===== src/rtl/cs_pkg.sv =====
package cs_pkg;
  localparam int ADDR_W  = 32;
  localparam int DATA_W  = 16;
  localparam int NUM_SEL = 9;
  localparam int NUM_FIX = 8;

  typedef enum int {
    SEL_CFG = 0, SEL_SRAM = 1, SEL_ROM = 2, SEL_RAM = 3, SEL_DSP = 4,
    SEL_PANEL = 5, SEL_DISK = 6, SEL_SCSI = 7, SEL_SMP = 8
  } sel_e;

  // fixed window index 0..7 maps to sel bits cfg, sram, ram, dsp .. smp
  localparam int FIX_CFG = 0, FIX_SRAM = 1, FIX_RAM = 2;

  localparam logic [ADDR_W-1:0] FIX_BASE [NUM_FIX] = '{
    32'h00FC_0000, 32'h00FC_0800, 32'h0000_0000, 32'h0030_0000,
    32'h0040_0000, 32'h0040_8000, 32'h0041_0000, 32'h0050_0000
  };
  localparam logic [ADDR_W-1:0] FIX_SIZE [NUM_FIX] = '{
    32'h0000_0800, 32'h0000_0800, 32'h0008_0000, 32'h0000_0020,
    32'h0000_0004, 32'h0000_0008, 32'h0000_0010, 32'h0010_0000
  };

  localparam logic [ADDR_W-1:0] REG_BASE_ADDR = 32'h00FC_0040;
  localparam logic [ADDR_W-1:0] REG_OPT_ADDR  = 32'h00FC_0044;

  localparam logic [DATA_W-1:0] BOOT_BASE = 16'h0000;
  localparam logic [DATA_W-1:0] BOOT_OPT  = 16'h7830;

  localparam int SZ_W      = 2;
  localparam int SZ_LSB    = 12;
  localparam int RO_BIT    = 5;
  localparam int MIN_WIN_W = 15;
endpackage


===== src/rtl/cs_reg_bank.sv =====
module cs_reg_bank
  import cs_pkg::*;
(
  input  logic              clk_i,
  input  logic              rst_ni,
  input  logic              wr_i,
  input  logic [ADDR_W-1:0] addr_i,
  input  logic [DATA_W-1:0] wdata_i,
  output logic [DATA_W-1:0] base_o,
  output logic [SZ_W-1:0]   size_o,
  output logic              ro_o
);
  logic hit_base, hit_opt;

  assign hit_base = wr_i && (addr_i == REG_BASE_ADDR);
  assign hit_opt  = wr_i && (addr_i == REG_OPT_ADDR);

  always_ff @(posedge clk_i or negedge rst_ni) begin
    if (!rst_ni) begin
      base_o <= BOOT_BASE;
      size_o <= BOOT_OPT[SZ_LSB +: SZ_W];
      ro_o   <= BOOT_OPT[RO_BIT];
    end else begin
      if (hit_base) base_o <= wdata_i;
      if (hit_opt) begin
        size_o <= wdata_i[SZ_LSB +: SZ_W];
        ro_o   <= wdata_i[RO_BIT];
      end
    end
  end
endmodule


===== src/rtl/cs_rom_window.sv =====
module cs_rom_window
  import cs_pkg::*;
(
  input  logic [ADDR_W-1:0] addr_i,
  input  logic [DATA_W-1:0] base_i,
  input  logic [SZ_W-1:0]   size_i,
  output logic              hit_o
);
  localparam int SHIFT = ADDR_W - DATA_W;

  logic [ADDR_W-1:0] base_addr, lo_mask;

  assign base_addr = {base_i, {SHIFT{1'b0}}};
  // window of 2^(MIN_WIN_W + size) bytes; low bits of base under it ignored
  assign lo_mask   = (ADDR_W'(1) << (MIN_WIN_W + int'(size_i))) - ADDR_W'(1);
  assign hit_o     = ((addr_i ^ base_addr) & ~lo_mask) == '0;
endmodule


===== src/rtl/cs_fixed_decode.sv =====
module cs_fixed_decode
  import cs_pkg::*;
(
  input  logic [ADDR_W-1:0]  addr_i,
  output logic [NUM_FIX-1:0] hit_o
);
  for (genvar i = 0; i < NUM_FIX; i++) begin : g_win
    assign hit_o[i] = ((addr_i ^ FIX_BASE[i]) & ~(FIX_SIZE[i] - 1)) == '0;
  end
endmodule


===== src/rtl/cs_decoder.sv =====
module cs_decoder
  import cs_pkg::*;
(
  input  logic               clk_i,
  input  logic               rst_ni,
  input  logic               as_i,
  input  logic               we_i,
  input  logic [ADDR_W-1:0]  addr_i,
  input  logic [DATA_W-1:0]  wdata_i,
  output logic [NUM_SEL-1:0] sel_o,
  output logic               wp_err_o,
  output logic               unmapped_o
);
  logic [DATA_W-1:0]  rom_base;
  logic [SZ_W-1:0]    rom_size;
  logic               rom_ro;
  logic               rom_hit;
  logic [NUM_FIX-1:0] fix_hit;
  logic               int_hit, rom_eff, ram_eff, wp_hit;
  logic [NUM_SEL-1:0] sel_raw;

  cs_reg_bank u_regs (
    .clk_i   (clk_i),
    .rst_ni  (rst_ni),
    .wr_i    (as_i && we_i),
    .addr_i  (addr_i),
    .wdata_i (wdata_i),
    .base_o  (rom_base),
    .size_o  (rom_size),
    .ro_o    (rom_ro)
  );

  cs_rom_window u_rom (
    .addr_i (addr_i),
    .base_i (rom_base),
    .size_i (rom_size),
    .hit_o  (rom_hit)
  );

  cs_fixed_decode u_fix (
    .addr_i (addr_i),
    .hit_o  (fix_hit)
  );

  // priority: internal > rom > ram/peripherals
  assign int_hit = fix_hit[FIX_CFG] | fix_hit[FIX_SRAM];
  assign rom_eff = rom_hit & ~int_hit;
  assign ram_eff = fix_hit[FIX_RAM] & ~int_hit & ~rom_hit;
  assign wp_hit  = as_i & we_i & rom_eff & rom_ro;

  always_comb begin
    sel_raw = '0;
    sel_raw[SEL_CFG]  = fix_hit[FIX_CFG];
    sel_raw[SEL_SRAM] = fix_hit[FIX_SRAM];
    sel_raw[SEL_ROM]  = rom_eff & ~wp_hit;
    sel_raw[SEL_RAM]  = ram_eff;
    for (int i = SEL_DSP; i < NUM_SEL; i++)
      sel_raw[i] = fix_hit[i - 1] & ~rom_hit;
  end

  assign sel_o      = as_i ? sel_raw : '0;
  assign unmapped_o = as_i & ~(|fix_hit) & ~rom_hit;

  always_ff @(posedge clk_i or negedge rst_ni) begin
    if (!rst_ni) wp_err_o <= 1'b0;
    else         wp_err_o <= wp_hit;
  end
endmodule


===== config.mk =====
export PLATFORM = sky130hd
export DESIGN_NAME = cs_decoder
export DESIGN_NICKNAME = d
export VERILOG_FILES = /design/src/rtl/cs_pkg.sv /design/src/rtl/cs_reg_bank.sv /design/src/rtl/cs_rom_window.sv /design/src/rtl/cs_fixed_decode.sv /design/src/rtl/cs_decoder.sv
export SDC_FILE = /design/constraint.sdc
export NUM_CORES = 1
export LEC_CHECK = 0
export ABC_CLOCK_PERIOD_IN_PS = 2700
export BUFFER_PORTS_ARGS = -buffer_cell sky130_fd_sc_hd__buf_2
export CORE_MARGIN = 8
export CORE_UTILIZATION = 35
export DETAILED_ROUTE_END_ITERATION = 10
export HOLD_SLACK_MARGIN = 0.1
export PLACE_DENSITY = 0.69
export SETUP_SLACK_MARGIN = 0.2
export SYNTH_ARGS = -nofsm -noshare
export SYNTH_HDL_FRONTEND = slang
export SYNTH_HIERARCHICAL = 1
export SYNTH_SLANG_ARGS = --single-unit

===== constraint.sdc =====
create_clock -name clk_i -period 2.7 [get_ports clk_i]
set_input_delay 0.54 -clock clk_i [delete_from_list [all_inputs] [get_ports clk_i]]
set_output_delay 0.54 -clock clk_i [all_outputs]
set_load 0.02 [all_outputs]

After elaboration in Yosys (flattened, before gate mapping)

Cells that the tools add are included.

Input port bits: 52
Register bits: 20
Logic and storage cells: 52
Output and inout bits: 11

Bitwise operators: 29
Add/sub/neg operators: 2
Shifts and indexed selects: 1
Equality and inequality tests: 2
Multiplexer cells: 1
Reductions and logical operators: 13

Operators with widths:

| cell                                                                    | count |
|---|---|
| 32-bit zero test                                                        | 9 |
| 32-bit by 24-bit equality test with 1-bit output, second input constant | 2 |
| 32-bit AND                                                              | 1 |
| 32-bit NOT                                                              | 1 |
| 1-bit by 32-bit << shifter with 32-bit output, first input constant     | 1 |
| 32-bit by 2-bit subtractor with 32-bit output, second input constant    | 1 |
| 32-bit bitwise XOR                                                      | 1 |
| 1-bit AND                                                               | 14 |
| 9-bit 2-to-1 mux                                                        | 1 |
| 2-bit NOT                                                               | 4 |
| 8-bit OR reduction                                                      | 1 |
| 7-bit NOT                                                               | 1 |
| 6-bit NOT                                                               | 1 |
| 4-bit by 2-bit adder with 5-bit output, first input constant            | 1 |
| 1-bit NOT                                                               | 5 |
| 1-bit logical AND                                                       | 3 |
| 1-bit bitwise OR                                                        | 1 |

Logic depth before layout (Yosys ltp)

Gate-level depths: netlist (run 1).

Depth in word-level cells: 12
Depth in mapped cells: 6
Gate-level depth less buffers: 6

Modules after synthesis

The synthesis (run 1) kept the hierarchy.

Modules (own cells, without submodules):

| module          | instances | area each (um^2) | seq. area each (um^2) | cells each |
|---|---|---|---|---|
| cs_reg_bank     | 1         | 880.8            | 479.2                 | 52 |
| cs_rom_window   | 1         | 247.7            | 0.0                   | 29 |
| cs_fixed_decode | 1         | 216.5            | 0.0                   | 35 |
| cs_decoder      | 1         | 136.4            | 25.0                  | 19 |

Worst setup path after synthesis (run 1)

No wires, ideal clock.

Kind: input to output
Start: in addr_i[31]
End: out sel_o[2]
Stages on the path: 6
Data arrival time: 1840 ps
Data required time: 2160 ps
Buffers on the path: 0
Path slack: 320 ps
Cell sequence: xor2_1 -> nor4_2 -> nand4_1 -> nor4_2 -> nand4bb_1 -> a21oi_1

Word-level cells in the longest chain between the ends: 9
Elaborated cells between the ends (all ways): 13
Those cells by class: mux (1); bitwise (9); reduce/logical (3)

RTL lines:

| item                   | line                | source |
|---|---|---|
| start, declared        | cs_decoder.sv:8     | `input logic [ADDR_W-1:0] addr_i,` |
| 32-bit bitwise XOR (*) | cs_rom_window.sv:16 | `assign hit_o = ((addr_i ^ base_addr) & ~lo_mask) == '0;` |
| 32-bit AND (*)         | cs_rom_window.sv:16 |  |
| 32-bit zero test (*)   | cs_rom_window.sv:16 |  |
| net rom_hit            | cs_decoder.sv:17    | `logic rom_hit;` |
| 1-bit AND (*)          | cs_decoder.sv:47    | `assign rom_eff = rom_hit & ~int_hit;` |
| 1-bit AND (2 in a row) | cs_decoder.sv:49    | `assign wp_hit = as_i & we_i & rom_eff & rom_ro;` |
| 1-bit NOT              | cs_decoder.sv:55    | `sel_raw[SEL_ROM] = rom_eff & ~wp_hit;` |
| 1-bit AND (*)          | cs_decoder.sv:55    |  |
| 9-bit 2-to-1 mux (*)   | cs_decoder.sv:61    | `assign sel_o = as_i ? sel_raw : '0;` |
| end, declared          | cs_decoder.sv:10    | `output logic [NUM_SEL-1:0] sel_o,` |

Mark *: on every way through the listed nets, which the timed path passes. The rest lies on a longest branch.

Final worst setup path (run 1)

Start: in addr_i[31]
End: out sel_o[6]

Word-level cells in the longest chain between the ends: 6
Elaborated cells between the ends (all ways): 7
Those cells by class: mux (1); bitwise (4); reduce/logical (2)

RTL lines:

| item               | line                | source |
|---|---|---|
| 32-bit bitwise XOR | cs_rom_window.sv:16 |  |
| 32-bit AND         | cs_rom_window.sv:16 |  |
| 32-bit zero test   | cs_rom_window.sv:16 |  |
| net rom_hit        | cs_decoder.sv:17    |  |
| 1-bit NOT          | cs_decoder.sv:58    | `sel_raw[i] = fix_hit[i - 1] & ~rom_hit;` |
| 1-bit AND          | cs_decoder.sv:58    |  |
| 9-bit 2-to-1 mux   | cs_decoder.sv:61    |  |

The timed path passes the listed nets, and every way through them passes these cells.

==> flow_results.org, run 1 <==
** Logic synthesis
- Mean cell area of the mapped netlist :: 11.0 sq um
- Area contributors post-synth :: sky130_fd_sc_hd__dfrtp_1 (29%), sky130_fd_sc_hd__mux2_4 (10%), sky130_fd_sc_hd__mux2_2 (6.8%)
- Ys Warns :: 6
- The share of synthesized area in the top cell type comes to 0.287.
- Post-synthesis sequential area ratio :: 0.340
- Netlist cell types :: 36
- Cell type contributing the most total cell area after synthesis :: sky130_fd_sc_hd__dfrtp_1
- Counting flops and latches in the post-synthesis netlist gives 20.
- In this run the cell area of the synthesized design comes to 0.00148 sq mm.
- Number of instances in the synthesized netlist :: 135

** Timing
- Dividing the final minimum period by the clock period gives 1.00.
- The total count of hold-check failures in the final report was 0.
- Worst setup skew after layout :: 0.00234 ns
- Counting I/O delays and the setup requirement, the final critical path takes 2.71 ns.
- Static timing analysis puts the maximum clock frequency at 369 MHz.
- Max-slew violation count :: 0
- In the post-route analysis, the smallest setup slack over all paths is -0.0109 ns.
- Setup violations remaining at the end of the flow were counted as 2.
- Unrepaired setup endpoints after global routing :: true

** Drt
- The detail route stage leaves a number of antenna-violating nets equal to 0.
- Mean routed wirelength per cell :: 16.5 microns
- The first routing iteration left 40 violations.
- Routed Wire Length :: 4400 microns
- Residual DRC :: 0
- The routed layout has 1382 vias.
- Number of iterations in the first detailed-routing pass :: 4
- Dividing the detail-routed via count by the number of cells gives 5.20.

** Floorplan
- Total Die Area :: 0.00657 sq mm
- The die is 81.1 microns wide.
- Placeable core area :: 0.00403 sq mm
- Top-level port count :: 63
- For this configuration, the core starts out at a cell density of 0.368.
- Measured along the y axis, the die boundary spans 81.1 microns.
- Row generation in the floorplan step produced 23 rows.

** Placement
- Number of port buffers :: 62
- Global placement routability congestion :: 0.872
- After detailed placement, the total cell area comes to 0.00191 sq mm.
- After legalization and detailed placement, the total HPWL measured 3650 microns.

** Pwr
- Leakage :: 0.999 nW
- Total power divided by cell area :: 336 mW/mm^2
- Largest voltage drop on the vdd net :: 0.300 mV
- Design Power :: 0.719 mW

** Cells and area
- The finished cells cover 0.00214 sq mm.
- Number of nets in the final layout :: 271
- Top library cells by usage in the layout, fill and taps aside :: sky130_fd_sc_hd__buf_2 (51), sky130_fd_sc_hd__buf_4 (17), sky130_fd_sc_hd__dfrtp_1 (17)
- Share of final-layout standard cells stronger than drive strength 1 :: 0.579
- Most common cell after layout, fill and taps aside :: sky130_fd_sc_hd__buf_2
- Layout Area Growth over Synthesis :: 44.5%
- The repair_antennas step left the layout with diodes totalling 0.

** Clock network
- CTS saw 20 sinks.
- After clock tree synthesis, the flow added hold-fix buffers numbering 0.
- Number of H-tree levels :: 1
- The clock passes through at most 2 buffers.
- Cts bufs inserted :: 3
- CTS tree :: built
- At the later pin of the worst-skew pair, clock insertion delay measures 0.26 ns.
- Library cell used as clock root buffer :: sky130_fd_sc_hd__clkbuf_8
- Clock-pin slew was measured on the worst setup and hold paths at 0.08 ns.

** Job
- Across the run, the number of max-cap violations was 0.

** Worst setup path
- Highest net fanout along the worst path :: 7
- STA puts the critical path data required time at 2.16 ns.
- Crit Path Category :: input port to output pin
- Across all register-to-register paths, the minimum setup slack is 0.84 ns.
- In this design, the critical path's most frequently occurring cell is sky130_fd_sc_hd__nor4_2.
- Kind of end point of the critical path :: output pin
- Data on the critical path arrives at its endpoint at 2.17 ns.
- Delay of the slowest cell on the worst path :: 0.32 ns
- The worst setup path is launched from an input port.
- Slowest cell on the critical path :: sky130_fd_sc_hd__nor4_2
- The signal on the critical path passes through buf_2, xor2_1, nor4_2, nand4_1, nor4_2, and2b_2, and2_2, buf_4.

** Status
- The run finished, with violations left.
- Failing checks :: setup timing

** Hold path
- The min-delay analysis places its worst path in the category input port to asynchronous set/reset pin.

** Global routing
- In the global route stage, overall resource usage came out at 0.133.
- First-pass GRT wire length :: 6810 microns
- The total overflow left after global routing is 0.
- The via count of the first global-routing pass came to 1463.
- Entering global routing, the biggest net connects 21 pins.
- The initial antenna violation count was 0.
==> registers in the layout, summed over array words and instances, names as in the netlist <==
name           flops
u_regs/base_o     16
u_regs/size_o      2
u_regs/ro_o        1
wp_err_o           1
==> final timing paths <==
path,startpoint,endpoint,depth (start not counted)
max,addr_i[31],sel_o[6],8
min,rst_ni,u_regs/base_o[1]$_DFFE_PN0P_,1
max reg2reg,u_regs/base_o[15]$_DFFE_PN0P_,wp_err_o$_DFF_PN0_,8
min reg2reg,u_regs/ro_o$_DFFE_PN1P_,wp_err_o$_DFF_PN0_,2
max in group asynchronous,rst_ni,u_regs/ro_o$_DFFE_PN1P_,1
min in group clk_i,u_regs/ro_o$_DFFE_PN1P_,wp_err_o$_DFF_PN0_,2
==> metrics by stage <==
| step | setup WS [ns] | utilization | hold WS [ns] | std cells | setup TNS [ns] |
|---|---|---|---|---|---|
| floorplan | 0.320 | - | 0.244 | 137 | 0 |
| global placement | -0.00261 | 0.474 | 0.483 | 257 | -0.00261 |
| detailed placement | -0.0176 | 0.474 | 0.489 | 257 | -0.0234 |
| CTS | -0.00215 | 0.521 | 0.222 | 265 | -0.00215 |
| global route | -0.110 | 0.531 | 0.238 | 266 | -0.602 |
| finish | -0.0109 | 0.531 | 0.211 | 266 | -0.0130 |
==> what timing repair did <==
action	in CTS	in global routing
endpoints found under the setup margin	10	10
hold endpoints to repair	0	0
setup buffers	4	1
pin swaps	7	4
gates resized for setup	23	8
==> power by group <==
group	switching (mW)	internal, mW
clock network	0.102	0.198
logic	0.0636	0.0562
registers	0.00000000106	0.300
==> synth_stat cells <==
| master | n |
|---|---|
| sky130_fd_sc_hd__nor4_4 | 2 |
| sky130_fd_sc_hd__nor4_1 | 11 |
| sky130_fd_sc_hd__and4b_2 | 2 |
| sky130_fd_sc_hd__inv_1 | 1 |
| sky130_fd_sc_hd__or3b_1 | 1 |
| sky130_fd_sc_hd__conb_1 | 2 |
| sky130_fd_sc_hd__nor2_1 | 9 |
| sky130_fd_sc_hd__nand4_1 | 5 |
| sky130_fd_sc_hd__nor4_2 | 3 |
| sky130_fd_sc_hd__or3_1 | 1 |
| sky130_fd_sc_hd__nand4_2 | 1 |
| sky130_fd_sc_hd__buf_12 | 1 |
| sky130_fd_sc_hd__nand3b_1 | 2 |
| sky130_fd_sc_hd__dfrtp_1 | 17 |
| sky130_fd_sc_hd__nor3_1 | 7 |
| sky130_fd_sc_hd__ha_1 | 2 |
| sky130_fd_sc_hd__and2_2 | 1 |
| sky130_fd_sc_hd__nand2_1 | 5 |
| sky130_fd_sc_hd__and2b_1 | 1 |
| sky130_fd_sc_hd__nand2b_1 | 2 |
| sky130_fd_sc_hd__xor2_1 | 9 |
| sky130_fd_sc_hd__nand3_1 | 1 |
| sky130_fd_sc_hd__nor4b_1 | 2 |
| sky130_fd_sc_hd__a21oi_1 | 3 |
| sky130_fd_sc_hd__nor4b_2 | 1 |
| sky130_fd_sc_hd__and2_1 | 7 |
| sky130_fd_sc_hd__xnor2_1 | 7 |
| sky130_fd_sc_hd__nand4b_1 | 1 |
| sky130_fd_sc_hd__mux2_4 | 10 |
| sky130_fd_sc_hd__a221oi_2 | 1 |
| sky130_fd_sc_hd__dfstp_2 | 3 |
| sky130_fd_sc_hd__nor3_4 | 1 |
| sky130_fd_sc_hd__and3_1 | 2 |
| sky130_fd_sc_hd__and4_1 | 1 |
| sky130_fd_sc_hd__nand4bb_1 | 1 |
| sky130_fd_sc_hd__mux2_2 | 9 |
==> logic make-up after synthesis <==
group           Yosys count  synth area share
compound gates            4            0.0203
xor+xnor                 16            0.0946
fa+ha+maj                 2            0.0169
buf+inv                   2            0.0160
flops                    20             0.340
mux                      19             0.170
other cells               2           0.00507
simple gates             70             0.337
==> area by class of cell <==
cell class / count / area, sq um
inverters: 1 / 3.75
clock buffers: 3 / 41.3
repair buffers: 76 / 473
flip-flops and latches: 20 / 504
clock inverters: 1 / 30.0
fillers: 377 / 1890
well taps: 50 / 62.6
multi-input cells: 115 / 1030
==> worst max-delay path: cells and delay by family <==
family                 cells  cell delay, ns
XOR/XNOR                   1            0.16
AND/OR/NAND/NOR            5            1.20
buffers and inverters      2            0.26
==> per-layer routing <==
layer / up-vias / part of all wire / GRT usage
met5: - / 0 / 0
met4: 0 / 0.026 / 0.0714
met3: 11 / 0.077 / 0.0287
met2: 58 / 0.50 / 0.222
met1: 647 / 0.40 / 0.155
li1: 666 / - / -
Power figures use the tool's default switching activity.
==> run 2, diff against run 1 <==
RECOVER_POWER = 100   (was not set)
==> run 2 against run 1 <==
Net effect:
- the run still ends with setup timing left
- routed wire length up 0.18%
- fmax increased by 0.36%
- sequential share of layout area increased by 0.52 points
- clock power hardly changed
- largest power group unchanged
==> flow_results.org, run 2 (same netlist as run 1, synthesis figures left out) <==
** Floorplan
- The total number of placement rows was 23 (unchanged).
- Initial cell density of the core :: 0.368 (unchanged)
- Total Die Area :: 0.00657 sq mm (unchanged)
- Height of the die :: 81.1 microns (unchanged)
- X dimension of the die :: 81.1 microns (unchanged)
- The core area was 0.00403 sq mm (unchanged).
- The I/O pin count was 63 (unchanged).

** Clock network
- The number of buffers on the longest clock path was 2 (unchanged).
- Clock-pin slew of the registers on the worst-case setup and hold paths :: 0.07 ns (about the same)
- The number of levels in the clock H-tree was 1 (unchanged).
- CTS Hold Buffers Added :: 0 (unchanged)
- Library cell used as clock root buffer :: sky130_fd_sc_hd__clkbuf_8
- The number of buffers created by CTS was 3 (unchanged).
- Sinks on Clock Net :: 20 (unchanged)
- TritonCTS built the clock tree.
- The insertion delay to the later sink of the worst-skew pair was 0.26 ns (about the same).

** Status
- Failing checks :: setup timing
- Outcome :: finished, violations left

** Placement
- The count of port buffers added during placement came to 62 (unchanged).
- Worst slack at placement :: -0.0176 ns (unchanged)
- Global placement routability congestion :: 0.872 (unchanged)
- Post-detailed-placement half-perimeter wirelength :: 3650 microns (unchanged)
- DP Cell Count :: 257 (unchanged)

** Worst setup path
- The data arrival time of the worst path came to 2.16 ns (about the same).
- The setup path with the least slack is of type input port to output pin.
- Reg-to-reg startpoint :: u_regs/base_o[15]$_DFFE_PN0P_
- Data required time of the worst path :: 2.16 ns (about the same)
- Worst-case register-to-register setup slack :: 0.85 ns (about the same)
- The critical path starts at addr_i[31].
- Number of cells traversed by the worst register-to-register path :: 8 (unchanged)
- Kind of end point of the critical path :: output pin
- End point of the critical path :: sel_o[6]
- Crit path launch type :: input port
- Critical R2R Capture :: wp_err_o$_DFF_PN0_
- Highest net fanout along the worst path :: 7 (unchanged)

** Timing
- Setup repair after global routing could not meet its margin everywhere.
- The worst pin sits at a relative slew slack of 0.283.
- Max-slew violation count :: 0 (unchanged)
- Actual transition at the worst max-transition pin :: 1.08 ns
- Top achievable clock speed :: 370 MHz (+0.36%)
- Endpoints failing setup :: 1 (-1)
- The clock skew after layout was 0.00210 ns (-0.000239 ns).
- The total count of hold-check failures in the final report was 0 (unchanged).
- The final worst-path cycle share was 1.00 (-0.00361).
- The post-route minimum period was 2.70 ns (-0.00975 ns).
- Final worst slack :: -0.00117 ns (+0.00975 ns)

** Pwr
- The total chip power is 0.716 mW (-0.45%).
- The combinational share of power is 0.165 (-0.002).
- Share of power burned in registers :: 0.419 (+0.002)
- The power dissipated by switching net loads came to 0.164 mW (-1.1%).
- Total power divided by cell area :: 342 mW/mm^2 (+1.7%)
- The worst supply voltage drop on vdd is 0.300 mV (about the same).
- The static leakage was 0.987 nW (-1.3%).
- Net switching fraction of the power :: 0.229 (-0.00139)
- Power Internal :: 0.552 mW (-0.27%)
- Share of power burned in the clock network :: 0.417 (about the same)

** Cells and area
- The largest registers in the layout are u_regs/base_o: 16 flops, u_regs/size_o: 2 flops.
- The count of nets after finishing was 271 (unchanged).
- Most common cell after layout, fill and taps aside :: sky130_fd_sc_hd__buf_2
- The fraction of layout cells with a size suffix above 1 is 0.519 (-0.0602).
- Register with the most flip-flops :: u_regs/base_o
- The top cell types in the final layout, fill and taps aside, are sky130_fd_sc_hd__buf_2 (48), sky130_fd_sc_hd__dfrtp_1 (17), sky130_fd_sc_hd__buf_4 (14).
- Number of fill cells in the layout :: 389 (+3.2%)
- Final standard cell count with taps included and fillers excluded :: 266 (unchanged)
- The flip-flop count of the largest register after layout was 16 (unchanged).
- Number of diodes added for antenna fixing :: 0 (unchanged)
- Layout Area Growth over Synthesis :: 41.4%

** Drt
- The number of nets with antenna violations after routing came to 0 (unchanged).
- First DRT Iteration DRCs :: 43 (+7.5%)
- The number of design rule violations left after detail routing came to 0 (unchanged).
- The detail-routed net length per standard cell came to 16.6 microns (+0.18%).
- The detail-routed via count per cell is 5.18 (-0.36%).
- The number of detailed-routing iterations run before antenna repair was 4 (unchanged).
- The via total after detailed routing was 1377 (-0.36%).
- The routed wire length is 4410 microns (+0.18%).

** Global routing
- GRT Overall Usage :: 0.133 (unchanged)
- The global-route congestion overflow total came to 0 (unchanged).
- The maximum number of pins on one net before global-route repair came to 21 (unchanged).
- First-pass GRT wire length :: 6810 microns (unchanged)
- Vias in the first global route :: 1463 (unchanged)
- The initial antenna violation count is 0 (unchanged).

** Hold path
- The tightest min-delay check is of the input port to asynchronous set/reset pin type.

** Job
- Maximum Capacitance Violations :: 0 (unchanged)
==> run 2: changes by cell type in the layout (fill, tap and decap cells not counted), sizes merged <==
cell / change
buf: -6
clkbuf: +6
==> run 2: worst min-delay path by stage <==
stage | to | cells after the start | slack, ns | start
2_1_floorplan | u_regs/base_o[0]$_DFFE_PN0P_ | 0 | 0.24 | rst_ni
5_1_grt | u_regs/base_o[9]$_DFFE_PN0P_ | 2 | 0.49 | wdata_i[9]
4_1_cts | u_regs/base_o[1]$_DFFE_PN0P_ | 1 | 0.22 | rst_ni
6_report | u_regs/base_o[1]$_DFFE_PN0P_ | 1 | 0.45 | rst_ni
3_3_place_gp | wp_err_o$_DFF_PN0_ | 2 | 0.48 | u_regs/ro_o$_DFFE_PN1P_
3_5_place_dp | wp_err_o$_DFF_PN0_ | 2 | 0.49 | u_regs/ro_o$_DFFE_PN1P_
==> run 2: area by class of cell <==
type / count / area, sq um / share of cell area
Inverter: 1 / 3.75 / 0.00179
Timing Repair Buffer: 76 / 463 / 0.221
Clock buffer: 3 / 41.3 / 0.0197
Multi-Input combinational cell: 115 / 990 / 0.473
Tap cell: 50 / 62.6 / 0.0299
Clock inverter: 1 / 30.0 / 0.0143
Sequential cell: 20 / 504 / 0.241
==> run 2: routing by layer <==
layer | vias up | GRT usage | share of wire
li1 | 662 | - | -
met1 | 646 | 0.155 | 0.39
met2 | 60 | 0.222 | 0.51
met3 | 9 | 0.0287 | 0.076
met4 | 0 | 0.0714 | 0.022
met5 | - | 0 | 0
==> run 2: what timing repair did <==
item	in CTS	in global routing
setup endpoints to repair	10	10
setup buffers	4	1
gates resized for setup	23	8
pin swaps	7	4
==> run 2: metrics by stage <==
stage          hold slack, ns  instance area, sq um   util  TNS (ns)
3_5_place_dp            0.489                  1910  0.474   -0.0234
2_1_floorplan           0.244                  1490      -         0
3_3_place_gp            0.483                  1910  0.474  -0.00261
6_report                0.452                  2090  0.520  -0.00117
5_1_grt                 0.492                  2090  0.520    -0.634
4_1_cts                 0.222                  2100  0.521  -0.00215
==> run 2: critical path: stages <==
cell	delay, ns
sky130_fd_sc_hd__clkbuf_1	0.09
sky130_fd_sc_hd__xor2_1	0.17
sky130_fd_sc_hd__nor4_2	0.27
sky130_fd_sc_hd__nand4_1	0.13
sky130_fd_sc_hd__nor4_2	0.31
sky130_fd_sc_hd__and2b_2	0.29
sky130_fd_sc_hd__and2_2	0.19
sky130_fd_sc_hd__buf_4	0.15
==> run 2: power groups by stage <==
stage	registers [mW]	clock network (mW)	logic [mW]
finish	0.300	0.298	0.118
CTS	0.300	0.306	0.119
global route	0.299	0.317	0.127
detailed placement	0.305	0	0.114
global placement	0.305	0	0.112
floorplan	0.305	0	0.0325
==> run 3, diff against run 2 <==
MAX_ROUTING_LAYER = met4   (was not set)
==> run 3 against run 2 <==
Net effect:
- the flow still finishes with violations (setup timing)
- worst hold slack got worse by 0.00062 ns
- combinational power barely moved
- final cell count did not move
- largest cell class unchanged
==> flow_results.org, run 3 (same netlist as run 1, synthesis figures left out) <==
** Placement
- The final weighted congestion in routability-driven placement came to 0.886 (+1.6%).
- The count of port buffers added during placement was 62 (unchanged).
- The worst setup slack before clock tree synthesis is -0.0176 ns (unchanged).
- Post-detailed-placement half-perimeter wirelength :: 3650 microns (unchanged)
- The placed cell area came to 0.00191 sq mm (unchanged).
- The number of cells after detailed placement came to 257 (unchanged).

** Worst setup path
- Kind of end point of the critical path :: output pin
- The data arrival time of the worst path is 2.18 ns (+0.02 ns).
- Crit path launch type :: input port
- Highest net fanout along the worst path :: 4 (-3)
- The required time of the critical path is 2.16 ns (about the same).
- Crit Path Category :: input port to output pin

** Clock network
- The CTS clock-pin slew for the worst setup and hold paths came to 0.07 ns (about the same).
- Cts bufs inserted :: 3 (unchanged)
- Sinks on Clock Net :: 20 (unchanged)
- CTS Hold Buffers Added :: 0 (unchanged)
- Clock buffer depth :: 2 (unchanged)
- The number of levels in the clock H-tree came to 1 (unchanged).
- The insertion delay to the later sink of the worst-skew pair was 0.26 ns (about the same).
- The tree is rooted in a sky130_fd_sc_hd__clkbuf_8.
- CTS tree :: built

** Cells and area
- Most common cell after layout, fill and taps aside :: sky130_fd_sc_hd__buf_2
- Number of fill cells in the layout :: 389 (unchanged)
- The flip-flop count of the largest register after layout is 16 (unchanged).
- In the layout the commonest cells are sky130_fd_sc_hd__buf_2 (48), sky130_fd_sc_hd__dfrtp_1 (17), sky130_fd_sc_hd__buf_4 (13).
- Register with the most flip-flops :: u_regs/base_o
- The final design area excluding fillers came to 0.00209 sq mm (-0.30%).
- Final core occ :: 0.518 (-0.00155)
- Final standard cell count with taps included and fillers excluded :: 266 (unchanged)
- Number of nets in the final layout :: 271 (unchanged)
- Share of final-layout standard cells stronger than drive strength 1 :: 0.509 (-0.00926)
- Largest registers ranked by flip-flop count :: u_regs/base_o: 16 flops, u_regs/size_o: 2 flops
- Number of diodes added for antenna fixing :: 0 (unchanged)
- Area of combinational cells with multiple inputs :: 980 sq um (-1.0%)
- The area growth from synthesis to layout is 41.0%.
- Footprint of the flip-flops and latches :: 504 sq um (unchanged)

** Floorplan
- Height of the die :: 81.1 microns (unchanged)
- The I/O pin count is 63 (unchanged).
- X dimension of the die :: 81.1 microns (unchanged)
- Placeable core area :: 0.00403 sq mm (unchanged)
- Initial cell density of the core :: 0.368 (unchanged)
- Core Rows :: 23 (unchanged)
- Total Die Area :: 0.00657 sq mm (unchanged)

** Timing
- The final worst-path cycle share is 1.01 (+0.00783).
- Total negative slack for setup checks :: -0.0223 ns (-0.0211 ns)
- Number of failing hold endpoints at the final stage :: 0 (unchanged)
- The count of pins over their slew limit came to 0 (unchanged).
- The measured slew at the worst slew-check pin came to 1.08 ns (-0.000517 ns).
- Final period demand of the worst path :: 2.72 ns (+0.0211 ns)
- Setup repair after global routing could not meet its margin everywhere.
- The tightest hold margin is 0.452 ns (-0.000616 ns).
- The least setup slack across all paths after layout is -0.0223 ns (-0.0211 ns).
- The highest clock frequency the design can meet was 367 MHz (-0.78%).
- Worst setup skew after layout :: 0.00132 ns (-0.000776 ns)
- The number of failing setup endpoints in the final timing report was 1 (unchanged).
- Slew HR :: 0.283 (+0.000345)

** Global routing
- Largest net degree at the start of global routing :: 21 (unchanged)
- The via count of the first global-routing pass came to 1462 (-0.068%).
- First-pass GRT wire length :: 6810 microns (unchanged)
- The global-route congestion overflow total was 0 (unchanged).
- Antenna violations before repair :: 0 (unchanged)
- GRT Overall Usage :: 0.137 (+0.00430)

** Hold path
- In this run the worst hold path is classified as input port to asynchronous set/reset pin.

** Drt
- Average vias per placed instance :: 5.20 (+0.44%)
- Number of nets with antenna violations after detailed routing :: 0 (unchanged)
- The routed wire length was 4380 microns (-0.64%).
- Detailed-route via count :: 1383 (+0.44%)
- Residual DRC :: 0 (unchanged)
- First DRT Iteration DRCs :: 61 (+42%)
- Mean routed wirelength per cell :: 16.5 microns (-0.64%)
- The number of detailed-routing iterations run before antenna repair was 4 (unchanged).

** Pwr
- The total power per unit cell area was 342 mW/mm^2 (+0.11%).
- Largest voltage drop on the vdd net :: 0.300 mV (about the same)
- The static leakage is 0.986 nW (about the same).
- The total chip power came to 0.714 mW (-0.19%).

** Job
- The max capacitance violation total was 0 (unchanged).

** Status
- Failing checks :: setup timing
- The run finished, with violations left.
==> run 3: power breakdown <==
group | total [mW] | internal [mW] | switching (mW)
clock | 0.298 | 0.198 | 0.100
combinational | 0.117 | 0.0542 | 0.0627
sequential | 0.300 | 0.300 | 0.00000000103
==> run 3: area by class of cell <==
type	instances	area share
clock buffer	3	0.0198
sequential	20	0.241
tap	50	0.0300
inverter	1	0.00180
timing repair buffer	76	0.223
clock inverter	1	0.0144
multi-input combinational	115	0.469
==> run 3: timing repair <==
action                     4_1_cts  5_1_grt
setup buffers                    4        1
setup endpoints to repair       10       10
pin swaps                        7        1
resized for setup               23        7
==> run 3: final timing paths <==
path | from | end | slack, ns | cells past startpoint
min in group clk_i | wdata_i[4] | u_regs/base_o[4]$_DFFE_PN0P_ | 0.50 | 2
max in group asynchronous | rst_ni | u_regs/base_o[4]$_DFFE_PN0P_ | 1.60 | 1
setup / recovery | addr_i[12] | unmapped_o | -0.02 | 7
hold reg to reg | u_regs/ro_o$_DFFE_PN1P_ | wp_err_o$_DFF_PN0_ | 0.50 | 2
hold / removal | rst_ni | u_regs/base_o[1]$_DFFE_PN0P_ | 0.45 | 1
setup reg to reg | u_regs/base_o[15]$_DFFE_PN0P_ | wp_err_o$_DFF_PN0_ | 0.85 | 8
==> run 3: per-layer routing <==
metal | global-route usage | share of wire | vias to the layer above
li1 | - | - | 665
met1 | 0.163 | 0.41 | 655
met2 | 0.221 | 0.51 | 54
met3 | 0.0177 | 0.055 | 9
met4 | 0.0714 | 0.023 | 0
met5 | - | 0 | -
==> run 3: worst max-delay path: stages <==
cell                       delay (ns)
sky130_fd_sc_hd__buf_2           0.11
sky130_fd_sc_hd__or3_1           0.41
sky130_fd_sc_hd__nand3b_1        0.34
sky130_fd_sc_hd__nor4_2          0.34
sky130_fd_sc_hd__nor4_1          0.09
sky130_fd_sc_hd__and4_1          0.22
sky130_fd_sc_hd__buf_6           0.13
